$ cat config.mk
export PLATFORM = sky130hd
export DESIGN_NAME = sha512_sched_unit
export DESIGN_NICKNAME = d
export VERILOG_FILES = /design/src/rtl/sha_sched_pkg.sv /design/src/rtl/sched_sigma.sv /design/src/rtl/sched_front.sv /design/src/rtl/sched_chain.sv /design/src/rtl/sha512_sched_unit.sv
export SDC_FILE = /design/constraint.sdc
export NUM_CORES = 2
export LEC_CHECK = 0
export BUFFER_PORTS_ARGS = -buffer_cell sky130_fd_sc_hd__buf_2
export CORE_MARGIN = 1
export CORE_UTILIZATION = 59
export DETAILED_ROUTE_END_ITERATION = 8
export GPL_TIMING_DRIVEN = 0
export PLACE_DENSITY = 0.91
export SETUP_SLACK_MARGIN = 0.02
export SLEW_MARGIN = 20
export SYNTH_ARGS = -nofsm -noshare
export SYNTH_HDL_FRONTEND = slang
export SYNTH_SLANG_ARGS = --single-unit
$ cat constraint.sdc
create_clock -name clk -period 6.4 [get_ports clk]
set_input_delay 0.96 -clock clk [delete_from_list [all_inputs] [get_ports clk]]
set_output_delay 0.96 -clock clk [all_outputs]
set_load 0.01 [all_outputs]
$ cat src/rtl/sha_sched_pkg.sv
package sha_sched_pkg;
  localparam int WORD_W = 64;
  localparam int LANES  = 4;

  // rotation / shift amounts of the two small sigma functions
  localparam int SG0_ROT_A = 1;
  localparam int SG0_ROT_B = 8;
  localparam int SG0_SHR   = 7;
  localparam int SG1_ROT_A = 19;
  localparam int SG1_ROT_B = 61;
  localparam int SG1_SHR   = 6;

  typedef enum logic {
    OP_MIX0 = 1'b0,
    OP_MIX1 = 1'b1
  } sched_op_e;
endpackage

$ cat src/rtl/sched_sigma.sv
// Combinational small-sigma function: two rotations and a logical shift.
module sched_sigma #(
  parameter int WORD_W = 64,
  parameter int ROT_A  = 1,
  parameter int ROT_B  = 8,
  parameter int SHR    = 7
) (
  input  logic [WORD_W-1:0] x,
  output logic [WORD_W-1:0] y
);
  logic [WORD_W-1:0] rot_a, rot_b, shr_v;

  assign rot_a = (x >> ROT_A) | (x << (WORD_W - ROT_A));
  assign rot_b = (x >> ROT_B) | (x << (WORD_W - ROT_B));
  assign shr_v = x >> SHR;
  assign y     = rot_a ^ rot_b ^ shr_v;
endmodule

$ cat src/rtl/sched_front.sv
// Stage 1: every lane of the sigma0 step, low half of the sigma1 step.
module sched_front
  import sha_sched_pkg::*;
#(
  parameter int WORD_W = 64,
  parameter int LANES  = 4
) (
  input  logic                    clk,
  input  logic                    rst,
  input  logic                    fire,
  input  logic                    op_sel,
  input  logic [WORD_W*LANES-1:0] dst,
  input  logic [WORD_W*LANES-1:0] src,
  output logic                    s1_valid,
  output logic                    s1_op,
  output logic [WORD_W*LANES-1:0] s1_vec
);
  localparam int HALF  = LANES / 2;
  localparam int VEC_W = WORD_W * LANES;

  logic [VEC_W-1:0] nxt_vec;
  logic             unused_src;

  assign unused_src = ^src;

  for (genvar i = 0; i < LANES; i++) begin : g_lane
    logic [WORD_W-1:0] cur, nb, s0v, sum0, sum1;

    assign cur = dst[i*WORD_W +: WORD_W];

    if (i < LANES - 1) begin : g_nb_dst
      assign nb = dst[(i+1)*WORD_W +: WORD_W];
    end else begin : g_nb_src
      assign nb = src[WORD_W-1:0];
    end

    sched_sigma #(.WORD_W(WORD_W), .ROT_A(SG0_ROT_A), .ROT_B(SG0_ROT_B), .SHR(SG0_SHR))
      u_sg0 (.x(nb), .y(s0v));
    assign sum0 = cur + s0v;

    if (i < HALF) begin : g_lo
      logic [WORD_W-1:0] s1v;
      sched_sigma #(.WORD_W(WORD_W), .ROT_A(SG1_ROT_A), .ROT_B(SG1_ROT_B), .SHR(SG1_SHR))
        u_sg1 (.x(src[(i+HALF)*WORD_W +: WORD_W]), .y(s1v));
      assign sum1 = cur + s1v;
    end else begin : g_hi
      assign sum1 = cur;  // finished by the chain stage
    end

    assign nxt_vec[i*WORD_W +: WORD_W] = (op_sel == OP_MIX1) ? sum1 : sum0;
  end

  always_ff @(posedge clk) begin
    if (rst) begin
      s1_valid <= 1'b0;
      s1_op    <= 1'b0;
      s1_vec   <= '0;
    end else begin
      s1_valid <= fire;
      if (fire) begin
        s1_op  <= op_sel;
        s1_vec <= nxt_vec;
      end
    end
  end

  // no stage-1 entry without acceptance
  p_no_capture_r9: assert property (@(posedge clk) disable iff (rst)
    !fire |=> !s1_valid);
endmodule

$ cat src/rtl/sched_chain.sv
// Stage 2: the chained upper half of the sigma1 step, output registers.
module sched_chain
  import sha_sched_pkg::*;
#(
  parameter int WORD_W = 64,
  parameter int LANES  = 4
) (
  input  logic                    clk,
  input  logic                    rst,
  input  logic                    s1_valid,
  input  logic                    s1_op,
  input  logic [WORD_W*LANES-1:0] s1_vec,
  output logic                    out_valid,
  output logic [WORD_W*LANES-1:0] out_vec
);
  localparam int HALF  = LANES / 2;
  localparam int VEC_W = WORD_W * LANES;

  logic [VEC_W-1:0] nxt_vec;

  for (genvar i = 0; i < LANES; i++) begin : g_lane
    logic [WORD_W-1:0] cur;
    assign cur = s1_vec[i*WORD_W +: WORD_W];

    if (i >= HALF) begin : g_hi
      logic [WORD_W-1:0] s1v;
      sched_sigma #(.WORD_W(WORD_W), .ROT_A(SG1_ROT_A), .ROT_B(SG1_ROT_B), .SHR(SG1_SHR))
        u_sg1 (.x(s1_vec[(i-HALF)*WORD_W +: WORD_W]), .y(s1v));
      assign nxt_vec[i*WORD_W +: WORD_W] = (s1_op == OP_MIX1) ? cur + s1v : cur;
    end else begin : g_lo
      assign nxt_vec[i*WORD_W +: WORD_W] = cur;
    end
  end

  always_ff @(posedge clk) begin
    if (rst) begin
      out_valid <= 1'b0;
      out_vec   <= '0;
    end else begin
      out_valid <= s1_valid;
      if (s1_valid) out_vec <= nxt_vec;
    end
  end

  // lower lanes leave this stage untouched
  p_low_lanes_pass_r3: assert property (@(posedge clk) disable iff (rst)
    s1_valid |=> out_vec[HALF*WORD_W-1:0] == $past(s1_vec[HALF*WORD_W-1:0]));

  // the sigma0 step is complete after stage 1
  p_mix0_pass_r1: assert property (@(posedge clk) disable iff (rst)
    (s1_valid && s1_op == OP_MIX0) |=> out_vec == $past(s1_vec));
endmodule

$ cat src/rtl/sha512_sched_unit.sv
module sha512_sched_unit #(
  parameter int WORD_W = 64,
  parameter int LANES  = 4
) (
  input  logic                    clk,
  input  logic                    rst,
  input  logic                    in_valid,
  output logic                    in_ready,
  input  logic                    op_sel,
  input  logic [WORD_W*LANES-1:0] dst_in,
  input  logic [WORD_W*LANES-1:0] src_in,
  output logic                    out_valid,
  output logic [WORD_W*LANES-1:0] dst_out
);
  localparam int VEC_W = WORD_W * LANES;

  logic             rdy_q, fire;
  logic             s1_valid, s1_op;
  logic [VEC_W-1:0] s1_vec;

  always_ff @(posedge clk) begin
    if (rst) rdy_q <= 1'b0;
    else     rdy_q <= 1'b1;
  end

  assign in_ready = rdy_q;
  assign fire     = in_valid & rdy_q;

  sched_front #(.WORD_W(WORD_W), .LANES(LANES)) u_front (
    .clk(clk), .rst(rst), .fire(fire), .op_sel(op_sel),
    .dst(dst_in), .src(src_in),
    .s1_valid(s1_valid), .s1_op(s1_op), .s1_vec(s1_vec)
  );

  sched_chain #(.WORD_W(WORD_W), .LANES(LANES)) u_chain (
    .clk(clk), .rst(rst), .s1_valid(s1_valid), .s1_op(s1_op), .s1_vec(s1_vec),
    .out_valid(out_valid), .out_vec(dst_out)
  );

  // every accepted operation yields a result two edges later
  p_latency_r7: assert property (@(posedge clk) disable iff (rst)
    $past(fire, 2) |-> out_valid);

  // no result without an acceptance two edges earlier
  p_no_spurious_r9: assert property (@(posedge clk) disable iff (rst)
    out_valid |-> $past(fire, 2));
endmodule

# After elaboration in Yosys (flattened, before gate mapping)
# Cells that the tools add are included.
[op_classes] n_addsub=8 n_mux=7 bitwise=33
[op_table] cell="$add 64x64->64" count=8
[op_table] cell="$xor 64x64->64" count=8
[op_table] cell="$mux 64" count=6
[op_table] cell="$or 3x64->64" count=4
[op_table] cell="$or 45x64->64" count=4
[op_table] cell="$or 56x64->64" count=4
[op_table] cell="$or 63x64->64" count=4
[op_table] cell="$xor 64x57->64" count=4
[op_table] cell="$xor 64x58->64" count=4
[op_table] cell="$and 1x1->1" count=1
[op_table] cell="$mux 1" count=1
[totals] ff_bits=516 output_inout_bits=258

# Depth between registers and ports, before layout
[depth] ltp_word=5 mapped_depth=21 mapped_depth_nobuf=19

# Modules after synthesis
# Synthesis repeated with hierarchy kept, for this count alone.
[hier_totals] hier_cells=6044 area_unflattened_um2=54836.3
[by_module_without_submodules] module="sched_front" instances=1 cells_each=3411 area_each_um2=25998.7 seq_area_each_um2=5165.0
[by_module_without_submodules] module="sched_chain" instances=1 cells_each=2118 area_each_um2=17341.6 seq_area_each_um2=5144.9
[by_module_without_submodules] module="sched_sigma (u_chain.g_lane[2].g_hi.u_sg1 ...)" instances=4 cells_each=64 area_each_um2=1446.4 seq_area_each_um2=0.0
[by_module_without_submodules] module="sched_sigma (u_front.g_lane[0].u_sg0 ...)" instances=4 cells_each=64 area_each_um2=1420.1 seq_area_each_um2=0.0
[by_module_without_submodules] module="sha512_sched_unit" instances=1 cells_each=3 area_each_um2=30.0 seq_area_each_um2=20.0

# Worst setup path before layout
# OpenSTA, ideal clock, no wires.
[synth_path] path_type="in2reg" from="input op_sel" to="register u_front.s1_vec[60]" setup_ns=0.124 arrival_time_ns=5.077 t_required_ns=6.276 path_slack_ns=1.199 cell_stages=21 cell_sequence="clkbuf_1 -> clkbuf_1 -> clkbuf_1 -> clkbuf_1 -> nand2_1 -> o21ai_0 -> ha_1 -> inv_1 -> fa_1 -> nand2b_1 -> a21oi_1 -> o211ai_1 -> a31oi_1 -> a211oi_1 -> o221a_2 -> a21oi_1 -> a21o_1 -> nor3_1 -> o41ai_1 -> xnor2_1 -> o21ai_1"
[synth_rtl] element="start: declaration" line_no="sha512_sched_unit.sv:9" rtl="input logic op_sel,"
[synth_rtl] element="end signal: assignment" line_no="sched_front.sv:62" rtl="s1_vec <= nxt_vec;"
[synth_rtl] element="end: declaration" line_no="sched_front.sv:16" rtl="output logic [WORD_W*LANES-1:0] s1_vec"

# Worst setup path in the final report
[layout_path] from="input op_sel" to="register u_front.s1_vec[112]"
[layout_via] elab_chain_cells=1
[layout_rtl] element="$mux 64" line_no="sched_front.sv:50" rtl="assign nxt_vec[i*WORD_W +: WORD_W] = (op_sel == OP_MIX1) ? sum1 : sum0;"
# Every way passes these cells.
# A chain may end at the register's enable or synchronous reset.

==> flow_metrics.py <==
metrics = {
    "power_and_ir_drop": {
        "power_density_mw_per_mm2": 266,
        "peakVddDrop_v": 0.000243,
        "p_total_uw": 15500,
        "p_leak_uw": 0.0243,
    },
    "yosys": {
        "async_flop_share_pct": 0,
        "synth_area_per_cell_um2": 7.59,
        "ys_warn_count": 0,
        "seq_area_frac_synth_pct": 20.0,
        "synth.most_common_cell": "xnor2_1",
        "synth_enable_flop_cells": 0,
        "synth-main-ff-cell": "dfxtp_1",
        "synth.top_cells.by_count": "xnor2_1, nand2_1, a21oi_1",
        "synth.largest_area_cell": "dfxtp_1",
        "netlist.area_leader.share_pct": 20.0,
        "ys_ff_latch": 516,
        "netlist_area_mm2": 0.0516,
        "synth_area_leaders": "dfxtp_1, xnor2_1, ha_1",
        "syn_inst": 6803,
        "ys_types": 82,
        "syn-num-nets": 7735,
    },
    "sta": {
        "rsz0062_at_grt": "false",
        "finalSetupViolCount": 0,
        "clock-skew-final_ns": 0.0738,
        "finalWorstPathRequiredPeriod_ns": 6.35,
        "fmax_mhz": 158,
        "worstMarginPinSlew_ns": 1.44,
        "fin_setup_tns_ns": 0,
        "relSlewSlack_pct": 3.23,
        "hold_violations": 0,
        "fin_crit_sh_pct": 99.2,
        "slew_viol_final": 0,
    },
    "finish": {
        "utilization_pct": 67.3,
        "area_growth_pct": 13.1,
        "layout-drive-gt1-share_pct": 11.3,
        "layout.nets": 8492,
    },
    "die": {
        "rows": 108,
        "core_area_mm2": 0.0868,
        "initial_core_util_pct": 59.5,
        "dieArea_mm2": 0.0887,
        "dieHeight_um": 298,
        "pin_count": 774,
        "die_w_um": 298,
    },
    "critical_path": {
        "crit_fanout": 10,
        "worstSetupEndpointType": "flop",
        "arrival_ns": 6.82,
        "rr_worst_depth": 15,
        "worstReg2RegEnd": "u_chain.out_vec[249]",
        "r2r_slack_ns": 1.19,
        "crit_path_start": "op_sel",
        "critPathKind": "in2reg",
        "startpoint_type": "input pin",
        "worstPathRequired_ns": 6.87,
        "r2r_start": "u_front.s1_vec[76]",
        "crit_end": "u_front.s1_vec[112]",
    },
    "place": {
        "routabilityCongestion": 1.19,
        "portBuffers": 707,
        "dp_hpwl_um": 215000,
    },
    "global_routing": {
        "gr-usage-all-layers_pct": 56.3,
        "grt_pass1_wl_um": 366000,
        "overflow": 0,
        "antenna_found_initial": 39,
        "grt_max_degree": 16,
        "grt_pass1_vias": 53702,
    },
    "cts": {
        "cts-root-buf": "clkbuf_16",
        "clkSlewWorstSetupHoldPaths_ns": 0.06,
        "numClockSinks": 516,
        "clock_path_buffers": 3,
        "cts_buffers": 50,
        "cts_max_level": 2,
        "cts_tree": "done",
        "hold_buffers": 0,
        "clk_latency_ns": 0.67,
    },
    "route": {
        "dr_total_vias": 59476,
        "final_antenna_net_count": 0,
        "drt_iter0_drc": 9060,
        "dr.pass1.iters": 9,
        "drc": 71,
        "wirelength_um": 263000,
        "viasPerCell": 6.78,
        "routedWlPerCell_um": 30.0,
    },
    "outcome": {
        "violations": "DRC",
        "status": "complete, but fails checks",
    },
    "flow_run": {
        "maxCapViolations": 0,
    },
    "min_path": {
        "min_path_cells": 2,
        "hp-class": "reg2reg",
    },
}
==> metrics by stage <==
step | area (um^2) | hold WS [ns] | cells | setup slack, ns
5_1_grt | 58400 | 0.504 | 8762 | 0.0575
6_report | 58400 | 0.482 | 8771 | 0.0513
2_1_floorplan | 51600 | 0.449 | 6803 | 1.20
3_3_place_gp | 56600 | 0.466 | 8665 | -1.30
3_5_place_dp | 56600 | 0.476 | 8665 | -1.33
4_1_cts | 58400 | 0.484 | 8755 | 0.0464
==> cell families after synthesis <==
kind of cell,Yosys count,synth area share (%)
xor gates and xnor gates,1316,22.3
muxes,214,4.15
AOI/OAI and AO/OA,2022,24.3
buffers and inverters,584,4.25
and+or+nand+nor,1735,14.8
DFF,516,20.0
adders and majority gates,416,10.2
==> state kept, by name (all words and copies together) (netlist names) <==
signal / flops
u_chain.out_valid: 1
u_front.s1_vec: 256
u_front.s1_valid: 1
u_front.s1_op: 1
u_chain.out_vec: 256
in_ready: 1
==> layout make-up <==
type                       instances  area, um^2
multi-input combinational       5703       39100
fill                            7700       28300
sequential                       516       10300
timing repair buffer             707        3540
buffer                           462        1750
tap                             1155        1450
clock buffer                      59        1330
inverter                         120         450
clock inverter                    31         405
antenna                           18        45.0
==> layout by cell type, fill, tap and decap left out, types with 50 or more instances in the layout <==
cell / instances
ha_1: 410
xnor2_1: 1025
o21ai_0: 506
nand3_1: 74
a211oi_1: 155
buf_2: 707
xor2_1: 291
o21bai_1: 86
clkbuf_1: 414
a21o_1: 241
nor3_1: 74
dfxtp_1: 516
mux2i_1: 213
nand2_1: 678
inv_1: 119
a21oi_1: 620
o211ai_1: 71
nor2_1: 580
a31oi_1: 51
clkbuf_16: 50
nand4_1: 114
==> timing repair <==
item | in CTS | in global routing
pin swaps | 0 | 0
setup endpoints to repair | 39 | 20
setup buffers | 0 | 0
resized for setup | 5 | 16
==> worst min path at each step <==
stage | slack (ns) | end | from
finish | 0.48 | u_chain.out_vec[169] | u_chain.out_vec[169]
global route | 0.50 | u_chain.out_vec[240] | u_chain.out_vec[240]
CTS | 0.48 | u_chain.out_vec[169] | u_chain.out_vec[169]
detailed placement | 0.48 | u_chain.out_vec[169] | u_chain.out_vec[169]
global placement | 0.47 | u_chain.out_vec[3] | u_chain.out_vec[3]
floorplan | 0.45 | u_front.s1_vec[177] | u_front.s1_vec[177]
==> metal layers <==
metal	part of all wire (%)	GRT usage, %
met1	35	68.0
met2	39	79.5
met3	17	23.9
met4	9.2	40.1
met5	0.24	1.84
==> where the power goes <==
part | total [uW] | leakage [uW] | internal, uW | switching [uW]
Combinational | 8610 | 0.0193 | 2960 | 5650
Sequential | 3670 | 0.00421 | 3420 | 245
Clock | 3240 | 0.000844 | 1780 | 1460
==> worst max-delay path: stages <==
cell       delay, ns
clkbuf_2        0.38
clkbuf_1        0.71
clkbuf_2        0.54
nand2_1         0.08
o21ai_0         0.28
inv_1           0.13
fa_1            0.41
nor2b_1         0.19
o31a_1          0.26
o2111ai_1       0.20
a31oi_1         0.31
a211oi_1        0.13
o32ai_1         0.53
a211o_1         0.24
nor3b_1         0.57
nor2b_1         0.18
o31ai_1         0.36
xnor2_1         0.22
o21ai_0         0.11
Power figures use the tool's default switching activity.
